$ cat src/rtl/cam_fsize_pkg.sv
package cam_fsize_pkg;
  localparam int FMT_W = 5;
  localparam int BPP_W = 5;

  typedef enum logic [FMT_W-1:0] {
    FMT_RAW6        = 5'd0,
    FMT_RAW7        = 5'd1,
    FMT_RAW8        = 5'd2,
    FMT_BIN8        = 5'd3,
    FMT_YUV420_8    = 5'd4,
    FMT_RAW10       = 5'd5,
    FMT_YUV420_10   = 5'd6,
    FMT_YUV420_8L   = 5'd7,
    FMT_RAW12       = 5'd8,
    FMT_RAW14       = 5'd9,
    FMT_RGB444      = 5'd10,
    FMT_RGB555      = 5'd11,
    FMT_RGB565      = 5'd12,
    FMT_YUV422_8    = 5'd13,
    FMT_RGB666      = 5'd14,
    FMT_YUV422_10   = 5'd15,
    FMT_RGB888      = 5'd16,
    FMT_YUV420_16   = 5'd17,
    FMT_YUV422_16   = 5'd18,
    FMT_RAW16       = 5'd19
  } pix_fmt_e;

  typedef enum logic [1:0] {
    ST_IDLE  = 2'd0,
    ST_LINES = 2'd1,
    ST_TOTAL = 2'd2
  } calc_state_e;

  localparam int N_LINE_KINDS = 3;
  localparam int LK_FIRST = 0;
  localparam int LK_ODD   = 1;
  localparam int LK_EVEN  = 2;
endpackage

$ cat src/rtl/cfs_fmt_decode.sv
module cfs_fmt_decode
  import cam_fsize_pkg::*;
(
  input  logic [FMT_W-1:0] fmt,
  output logic [BPP_W-1:0] bpp,
  output logic             dbl_even,
  output logic             supported
);
  always_comb begin
    bpp       = '0;
    dbl_even  = 1'b0;
    supported = 1'b1;
    case (fmt)
      FMT_RAW6:                              bpp = 5'd6;
      FMT_RAW7:                              bpp = 5'd7;
      FMT_RAW8, FMT_BIN8:                    bpp = 5'd8;
      FMT_YUV420_8:  begin                   bpp = 5'd8;  dbl_even = 1'b1; end
      FMT_RAW10:                             bpp = 5'd10;
      FMT_YUV420_10: begin                   bpp = 5'd10; dbl_even = 1'b1; end
      FMT_YUV420_8L, FMT_RAW12:              bpp = 5'd12;
      FMT_RAW14:                             bpp = 5'd14;
      FMT_RGB444, FMT_RGB555, FMT_RGB565,
      FMT_YUV422_8:                          bpp = 5'd16;
      FMT_RGB666:                            bpp = 5'd18;
      FMT_YUV422_10:                         bpp = 5'd20;
      FMT_RGB888:                            bpp = 5'd24;
      default:                               supported = 1'b0;
    endcase
  end
endmodule

$ cat src/rtl/cfs_line_sizer.sv
module cfs_line_sizer #(
  parameter int PIX_W = 17,
  parameter int BPP_W = 5,
  parameter int MEM_W = 19
) (
  input  logic [PIX_W-1:0] pix,
  input  logic [BPP_W-1:0] bpp,
  input  logic             dbl,
  input  logic [1:0]       hdr_words,
  output logic [MEM_W-1:0] mem_words
);
  localparam int BIT_W = PIX_W + BPP_W + 2;

  logic [BIT_W-1:0] line_bits;
  logic [BIT_W-1:0] line_bytes;
  logic [BIT_W-1:0] line_words;
  logic [BIT_W-1:0] framed_words;

  always_comb begin
    line_bits = BIT_W'(pix) * BIT_W'(bpp);
    if (dbl) line_bits = line_bits << 1;
    line_bytes   = (line_bits + BIT_W'(7)) >> 3;
    line_words   = (line_bytes + BIT_W'(3)) >> 2;
    framed_words = line_words + BIT_W'(hdr_words);
    mem_words    = MEM_W'((framed_words + BIT_W'(7)) >> 3);
  end
endmodule

$ cat src/rtl/cfs_frame_sum.sv
module cfs_frame_sum #(
  parameter int HGT_W  = 16,
  parameter int EMB_W  = 16,
  parameter int MEM_W  = 19,
  parameter int SIZE_W = 32
) (
  input  logic [HGT_W-1:0]  height,
  input  logic [EMB_W-1:0]  emb_words,
  input  logic [MEM_W-1:0]  first_mw,
  input  logic [MEM_W-1:0]  odd_mw,
  input  logic [MEM_W-1:0]  even_mw,
  output logic [SIZE_W-1:0] total
);
  logic [HGT_W:0]    h_up;
  logic [HGT_W-1:0]  n_odd;
  logic [HGT_W-1:0]  n_even;
  logic [EMB_W:0]    emb_up;
  logic [SIZE_W-1:0] emb_mw;

  always_comb begin
    h_up   = {1'b0, height} + (HGT_W+1)'(1);
    n_odd  = HGT_W'(h_up >> 1) - HGT_W'(1);
    n_even = height >> 1;
    emb_up = {1'b0, emb_words} + (EMB_W+1)'(7);
    emb_mw = SIZE_W'(emb_up >> 3);
    total  = emb_mw + SIZE_W'(first_mw)
           + SIZE_W'(n_odd)  * SIZE_W'(odd_mw)
           + SIZE_W'(n_even) * SIZE_W'(even_mw)
           + SIZE_W'(1);
  end
endmodule

$ cat src/rtl/cam_fsize_calc.sv
module cam_fsize_calc
  import cam_fsize_pkg::*;
#(
  parameter int WID_W    = 16,
  parameter int HGT_W    = 16,
  parameter int EMB_W    = 16,
  parameter int SIZE_W   = 32,
  parameter bit PAD_MODE = 1'b0,
  parameter int VEC_LEN  = 32
) (
  input  logic              clk,
  input  logic              rst_n,
  input  logic              start,
  input  logic [WID_W-1:0]  width,
  input  logic [HGT_W-1:0]  height,
  input  logic [FMT_W-1:0]  fmt,
  input  logic              markers,
  input  logic [EMB_W-1:0]  emb_words,
  output logic [SIZE_W-1:0] size_words,
  output logic              done,
  output logic              err
);
  localparam int PIX_W   = WID_W + 1;
  localparam int PAD_PIX = 2 * VEC_LEN;
  localparam int MEM_W   = PIX_W + BPP_W + 2 - 5;

  calc_state_e       state_q, state_d;
  logic              start_ok, cap_en, line_en, res_en;
  logic [WID_W-1:0]  wid_q;
  logic [HGT_W-1:0]  hgt_q;
  logic [FMT_W-1:0]  fmt_q;
  logic              mk_q;
  logic [EMB_W-1:0]  emb_q;
  logic [MEM_W-1:0]  line_mw_d [N_LINE_KINDS];
  logic [MEM_W-1:0]  line_mw_q [N_LINE_KINDS];
  logic              bad_d, bad_q;
  logic [SIZE_W-1:0] sum_total, size_d, size_q;
  logic              err_q, done_q;
  logic [PIX_W-1:0]  pix_w;
  logic [BPP_W-1:0]  bpp;
  logic              dbl_even, supported;

  // next-state and enables
  always_comb begin
    start_ok = start && (state_q == ST_IDLE);
    cap_en   = start_ok;
    line_en  = (state_q == ST_LINES);
    res_en   = (state_q == ST_TOTAL);
    state_d  = state_q;
    case (state_q)
      ST_IDLE:  if (start_ok) state_d = ST_LINES;
      ST_LINES: state_d = ST_TOTAL;
      default:  state_d = ST_IDLE;
    endcase
  end

  generate
    if (PAD_MODE) begin : g_pad
      assign pix_w = PIX_W'(wid_q) + PIX_W'(PAD_PIX);
    end else begin : g_nopad
      assign pix_w = PIX_W'(wid_q);
    end
  endgenerate

  cfs_fmt_decode u_dec (
    .fmt       (fmt_q),
    .bpp       (bpp),
    .dbl_even  (dbl_even),
    .supported (supported)
  );

  generate
    for (genvar k = 0; k < N_LINE_KINDS; k++) begin : g_line
      logic [1:0] hdr;
      logic       dbl;
      if (k == LK_FIRST) begin : g_first
        assign hdr = mk_q ? 2'd3 : 2'd2;
      end else begin : g_later
        assign hdr = mk_q ? 2'd3 : 2'd1;
      end
      assign dbl = (k == LK_EVEN) && dbl_even;
      cfs_line_sizer #(
        .PIX_W (PIX_W),
        .BPP_W (BPP_W),
        .MEM_W (MEM_W)
      ) u_line (
        .pix       (pix_w),
        .bpp       (bpp),
        .dbl       (dbl),
        .hdr_words (hdr),
        .mem_words (line_mw_d[k])
      );
    end
  endgenerate

  assign bad_d = !supported || (wid_q == '0) || (hgt_q == '0);

  cfs_frame_sum #(
    .HGT_W  (HGT_W),
    .EMB_W  (EMB_W),
    .MEM_W  (MEM_W),
    .SIZE_W (SIZE_W)
  ) u_sum (
    .height    (hgt_q),
    .emb_words (emb_q),
    .first_mw  (line_mw_q[LK_FIRST]),
    .odd_mw    (line_mw_q[LK_ODD]),
    .even_mw   (line_mw_q[LK_EVEN]),
    .total     (sum_total)
  );

  assign size_d = bad_q ? '0 : sum_total;

  // registers
  always_ff @(posedge clk or negedge rst_n) begin
    if (!rst_n) begin
      state_q <= ST_IDLE;
      wid_q   <= '0;
      hgt_q   <= '0;
      fmt_q   <= '0;
      mk_q    <= 1'b0;
      emb_q   <= '0;
      bad_q   <= 1'b0;
      size_q  <= '0;
      err_q   <= 1'b0;
      done_q  <= 1'b0;
      for (int k = 0; k < N_LINE_KINDS; k++) line_mw_q[k] <= '0;
    end else begin
      state_q <= state_d;
      done_q  <= res_en;
      if (cap_en) begin
        wid_q <= width;
        hgt_q <= height;
        fmt_q <= fmt;
        mk_q  <= markers;
        emb_q <= emb_words;
      end
      if (line_en) begin
        bad_q <= bad_d;
        for (int k = 0; k < N_LINE_KINDS; k++) line_mw_q[k] <= line_mw_d[k];
      end
      if (res_en) begin
        size_q <= size_d;
        err_q  <= bad_q;
      end
    end
  end

  assign size_words = size_q;
  assign done       = done_q;
  assign err        = err_q;
endmodule

$ cat config.mk
export PLATFORM = sky130hd
export DESIGN_NAME = cam_fsize_calc
export DESIGN_NICKNAME = d
export VERILOG_FILES = /design/src/rtl/cam_fsize_pkg.sv /design/src/rtl/cfs_fmt_decode.sv /design/src/rtl/cfs_line_sizer.sv /design/src/rtl/cfs_frame_sum.sv /design/src/rtl/cam_fsize_calc.sv
export SDC_FILE = /design/constraint.sdc
export NUM_CORES = 2
export LEC_CHECK = 0
export CAP_MARGIN = 20
export CORE_AREA = 2 2 280 282
export DETAILED_ROUTE_END_ITERATION = 12
export DIE_AREA = 0 0 282 284
export GPL_TIMING_DRIVEN = 0
export PLACE_DENSITY = 0.7
export SKIP_CTS_REPAIR_TIMING = 1
export SKIP_LAST_GASP = 1
export SLEW_MARGIN = 10
export SYNTH_ARGS = -nofsm -noshare
export SYNTH_HDL_FRONTEND = slang
export SYNTH_HIERARCHICAL = 1
export SYNTH_SLANG_ARGS = --single-unit
$ cat constraint.sdc
create_clock -name clk -period 23.7 [get_ports clk]
set_clock_uncertainty 0.2 [all_clocks]
set_input_delay 5.925 -clock clk [delete_from_list [all_inputs] [get_ports clk]]
set_output_delay 5.925 -clock clk [all_outputs]
set_load 0.01 [all_outputs]
### Word-level counts from Yosys, hierarchy flattened

Cells that the tools add are included.

| storage, ports and cells | value |
|---|---|
| bits of input ports | 57 |
| logic and storage cells | 75 |
| flip-flop bits (word level) | 148 |
| output and inout port bits | 34 |

| cells by class | value |
|---|---|
| $mul | 3 |
| reduce and logical (&&, ||, !) cells | 14 |
| add/sub/neg operators | 17 |
| eq/ne operators | 19 |
| mux-type cells | 9 |

Operators with widths:

| cell | count |
|---|---|
| adder 22 x 3 -> 22 bit, second input constant | 3 |
| adder 32 bit | 2 |
| one-hot mux 5 bit (10 select lines) | 1 |
| adder 21 x 2 -> 22 bit, second input constant | 2 |
| adder 20 x 2 -> 21 bit | 2 |
| equality test 5 x 4 -> 1 bit, second input constant | 8 |
| adder 32 x 1 -> 32 bit, second input constant | 1 |
| logical NOT 16 bit | 2 |
| multiplier 15 x 19 -> 32 bit | 1 |
| multiplier 16 x 19 -> 32 bit | 1 |
| 2-to-1 mux 32 bit | 1 |
| adder 24 x 3 -> 24 bit, second input constant | 1 |
| adder 22 x 3 -> 23 bit, second input constant | 1 |
| 2-to-1 mux 23 bit | 1 |
| adder 22 x 2 -> 22 bit | 1 |
| multiplier 16 x 5 -> 21 bit | 1 |
| adder 14 x 19 -> 20 bit | 1 |
| equality test 5 x 3 -> 1 bit, second input constant | 4 |
| adder 16 x 1 -> 17 bit, second input constant | 1 |
| adder 16 x 3 -> 17 bit, second input constant | 1 |
| OR reduction 17 bit | 1 |
| subtractor 16 x 1 -> 16 bit, second input constant | 1 |
| equality test 5 x 2 -> 1 bit, second input constant | 2 |
| OR reduction 2 bit | 3 |
| other kinds (15) | 19 |

### Depth between registers and ports, before layout

| depth | value |
|---|---|
| word-level depth | 9 |
| gate-level depth with buffers | 39 |
| depth with buffers taken out | 37 |

### Modules after synthesis

The synthesis kept the hierarchy.

Modules (own cells, without submodules):

| module | times used | cells each | area an instance (sq um) |
|---|---|---|---|
| cfs_frame_sum | 1 | 2347 | 20747.4 |
| cfs_line_sizer (g_line[0].u_line ...) | 2 | 702 | 5208.7 |
| cam_fsize_calc | 1 | 517 | 5715.5 |
| cfs_line_sizer (g_line[2].u_line) | 1 | 687 | 4966.0 |
| cfs_fmt_decode | 1 | 22 | 143.9 |

### Worst setup path before layout

No wires, ideal clock.

| timing | value |
|---|---|
| path kind | flip-flop to flip-flop |
| start point | register hgt_q[1] |
| end point | register size_q[30], in the netlist size_words[30] |
| period minus slack after synthesis | 9.469 ns |
| buffers on the path | 3 |
| arrival | 9.187 ns |
| data required time | 23.417 ns |
| path slack | 14.231 ns |
| stages on the path, launching flop included | 36 |
| library setup time | 0.083 ns |
| cells stage by stage | dfrtp_1 > ha_1 > buf_4 > nand4_4 > nor4_1 > mux2i_1 > a21boi_0 > or2_1 > nor4_2 > or2_1 > buf_4 > buf_6 > and2_1 > fa_1 > inv_1 > fa_1 > inv_1 > fa_1 > fa_1 > fa_1 > fa_1 > fa_1 > inv_1 > fa_1 > inv_1 > ha_1 > inv_1 > or3_1 > o32ai_1 > a221oi_1 > a21oi_1 > a21oi_1 > o21ai_0 > xor2_1 > nand2b_1 > o21ai_0 |

| on the way | value |
|---|---|
| cells in the longest elaborated chain, start to end | 7 |
| elaborated cells between the ends (all ways) | 8 |

RTL lines:

| what | line | RTL |
|---|---|---|
| from (decl) | cam_fsize_calc.sv:30 | `logic [HGT_W-1:0] hgt_q;` |
| from (signal assigned) | cam_fsize_calc.sv:133 | `hgt_q <= height;` |
| adder 16 x 1 -> 17 bit | cfs_frame_sum.sv:21 | `h_up = {1'b0, height} + (HGT_W+1)'(1);` |
| subtractor 16 x 1 -> 16 bit | cfs_frame_sum.sv:22 | `n_odd = HGT_W'(h_up >> 1) - HGT_W'(1);` |
| multiplier 16 x 19 -> 32 bit | cfs_frame_sum.sv:27 | `+ SIZE_W'(n_odd) * SIZE_W'(odd_mw)` |
| adder 32 bit | cfs_frame_sum.sv:27 |  |
| adder 32 bit * | cfs_frame_sum.sv:28 | `+ SIZE_W'(n_even) * SIZE_W'(even_mw)` |
| adder 32 x 1 -> 32 bit * | cfs_frame_sum.sv:29 | `+ SIZE_W'(1);` |
| named net sum_total[30] | cam_fsize_calc.sv:37 | `logic [SIZE_W-1:0] sum_total, size_d, size_q;` |
| 2-to-1 mux 32 bit * | cam_fsize_calc.sv:112 | `assign size_d = bad_q ? '0 : sum_total;` |
| to (signal assigned) | cam_fsize_calc.sv:143 | `size_q <= size_d;` |
| to (decl) | cam_fsize_calc.sv:37 |  |

Mark *: on every way through the listed nets, which the timed path passes. The rest lies on a longest branch.
A chain may end at the register's enable or synchronous reset.

### Worst setup path in the final report

Ends and elaborated chain as after synthesis.

==> key figures <==
Run status
  • Status: finished clean

Run
  • Max_cap viols: 0

Floorplan
  • Die area: ~80000 um2
  • Die W: 282 um
  • Die H: ~280 um
  • Core Footprint: 77000 um2
  • IO Pins: just over 90
  • Row Count: 102
  • Initial Util: 0.546

Worst setup path
  • Nature of the critical path endpoint: flop
  • Worst EP required: between 20 and 25 ns
  • Cell mode on critical path: fa_1
  • CP Launch Type: flop
  • Critical path class: reg2reg
  • CP max FO: 11
  • Slowest cell on the critical path: xor2_1
  • Arrival time at the worst endpoint: between 10 and 15 ns
  • Max incr delay on CP: 0.88 ns

Timing
  • Period utilization: 0.490
  • Final min period: 11.61 ns
  • Post-route setup TNS: 0 ns
  • RSZ-0062 raised after global routing: false
  • Max Clk Rate: 0.0862 GHz
  • Final Hold Slack: 0.278 ns
  • Actual slew at the worst max-slew pin: about 1.1 ns
  • Final max-slew violation count: 0
  • Final setup viols: 0
  • Slew headroom: 0.253
  • Fin. Hold Viols: 0

GRT
  • GR Overflow Total: 0
  • Antenna violations before repair: 3
  • Gr usage total: 0.313
  • Vias in the first global route: 35200
  • Largest net degree at the start of global routing: 103
  • First-pass GRT wire length: 194 mm

Yosys
  • Top post-synthesis cells by area: fa_1 (32%), dfrtp_1 (8.8%), ha_1 (8.0%)
  • Post-synth EDFFs: 0
  • Synth warnings: 6
  • Post-synthesis cell type count: between 100 and 150
  • Yosys top cell by area: fa_1
  • Post-Synthesis Mean Instance Area: approximately 8.4 um2
  • Main synth FF type: dfrtp_1
  • Synthesized instance count: 4977
  • Register area share after synthesis: 0.0882
  • Synth top area share: 0.324
  • Flops & latches, synth: 148
  • Share of synthesized registers carrying an async set or reset: 1.00
  • Cell Area, Synth: around 42000 um2

Layout
  • Share of layout cells above drive strength 1: 0.0517
  • Most frequent cells in the layout: inv_1 (861), nand2_1 (785), fa_1 (680)
  • Area Growth Syn to Fin: 7.51%
  • Fin nets: 6137
  • Most common cell after layout, fill and taps aside: inv_1

Clock network
  • Clock latency on the worst-skew pair: about 0.5 ns
  • Clock transition at path regs: about 0.08 ns
  • Clk sinks: 148
  • CTS max path bufs: 2
  • CTS root buffer: clkbuf_16
  • Num CTS Buffers: 17
  • CTS tree: done
  • Maximum level of the CTS H-tree: 4

Routing
  • Antenna viol nets, final: 0
  • Final WL: 119 mm
  • Wire per inst: 19.3 um
  • Starting DRT DRC Count: 2308
  • First drt pass iteration count: 5
  • Vias/cell: between 5 and 6
  • DRC Markers: 0
  • Total number of vias: 34600

Place
  • DP HPWL: approximately 100 mm
  • Port bufs: 90
  • Final Wtd Congestion: 0.978

Worst hold path
  • Hold Path Class: reg2reg
[per-stage QoR]
stage	instance area (um2)	utilization	setup slack, ns	std cells
2_1_floorplan	42100	-	14.23	5010
3_3_place_gp	44300	0.576	9.80	6140
3_5_place_dp	44500	0.579	12.31	6151
4_1_cts	45100	0.587	12.27	6183
5_1_grt	45100	0.587	11.58	6184
6_report	45100	0.587	12.09	6186
[state kept, by name (all words and copies together) (netlist names)]
name and flops:
err 1, fmt_q 5, done 1, wid_q 16, emb_q 16, state_q 2
bad_q 1, size_words 32, mk_q 1, hgt_q 16, line_mw_q 57
[synthesized netlist by cell type, drive strengths merged, types with 18 or more instances]
library cell,count
clkbuf,136
inv,863
and3,28
a31oi,21
o21ai,133
a21boi,24
fa,680
nor3,80
or2,24
o211ai,27
nand2,786
a21oi,141
xnor2,150
o31ai,18
a21o,52
o21a,22
mux2,64
nand4,32
xor2,64
nand3,95
a211oi,39
ha,270
dfrtp,148
mux2i,21
and2,318
nor2b,86
buf,80
nor4,55
nand2b,77
or3,28
nor2,160
[routing by layer]
layer / part of all wire / global-route usage / vias to the layer above / routed length [um]
li1: - / - / 16100 / -
met2: 0.44 / 0.478 / 1224 / 52700
met1: 0.43 / 0.432 / 17000 / 51800
met3: 0.078 / 0.0656 / 191 / 9270
met4: 0.046 / 0.128 / 4 / 5460
met5: 0.00022 / 0 / - / 26
[logic make-up (layout without fill, tap and decap cells)]
| kind of cell | after synthesis | after routing | synth area share |
|---|---|---|---|
| AND/OR/NAND/NOR | 1850 | 1850 | 0.225 |
| buffers and inverters | 1081 | 1214 | 0.102 |
| adder cells (fa/ha/maj) | 951 | 951 | 0.405 |
| AO/OA/AOI/OAI | 641 | 641 | 0.111 |
| XOR/XNOR | 216 | 216 | 0.0469 |
| flip-flops | 148 | 148 | 0.0882 |
| multiplexers | 85 | 85 | 0.0223 |
| other | 5 | 41 | 0.000447 |
[final timing paths]
| kind | startpoint | endpoint | slack, ns | depth (start not counted) |
|---|---|---|---|---|
| max | hgt_q[1]$_DFFE_PN0P_ | size_words[30]$_DFFE_PN0P_ | 12.09 | 31 |
| min | line_mw_q[48]$_DFFE_PN0N_ | line_mw_q[48]$_DFFE_PN0N_ | 0.28 | 2 |
| max reg2reg | hgt_q[1]$_DFFE_PN0P_ | size_words[30]$_DFFE_PN0P_ | 12.09 | 31 |
| min reg2reg | line_mw_q[48]$_DFFE_PN0N_ | line_mw_q[48]$_DFFE_PN0N_ | 0.28 | 2 |
| max in group asynchronous | rst_n | size_words[6]$_DFFE_PN0P_ | 17.24 | 2 |
| min in group asynchronous | rst_n | line_mw_q[23]$_DFFE_PN0N_ | 5.13 | 1 |
[critical path, delay by kind of cell (launching register included)]
family                     cells  cell delay, ns
adders and majority gates     11            5.55
AOI/OAI and AO/OA              8            2.11
buffers and inverters          5            1.16
xor gates and xnor gates       2            1.04
and+or+nand+nor                5            0.85
DFF                            1            0.57
[layout make-up]
type                    instances  area (um2)
plain buffers                 216        1020
diodes                          3        7.51
clock buffers                  17         425
well taps                    1040        1300
flip-flops and latches        148        3700
repair buffers                101        1050
fillers                      7012       31800
multi-input cells            3781       34200
clock inverters                15         166
inverters                     865        3250
Power is left out: the tool's default activity adds up to more than one toggle a clock period on the data nets, which glitch-free logic cannot reach.
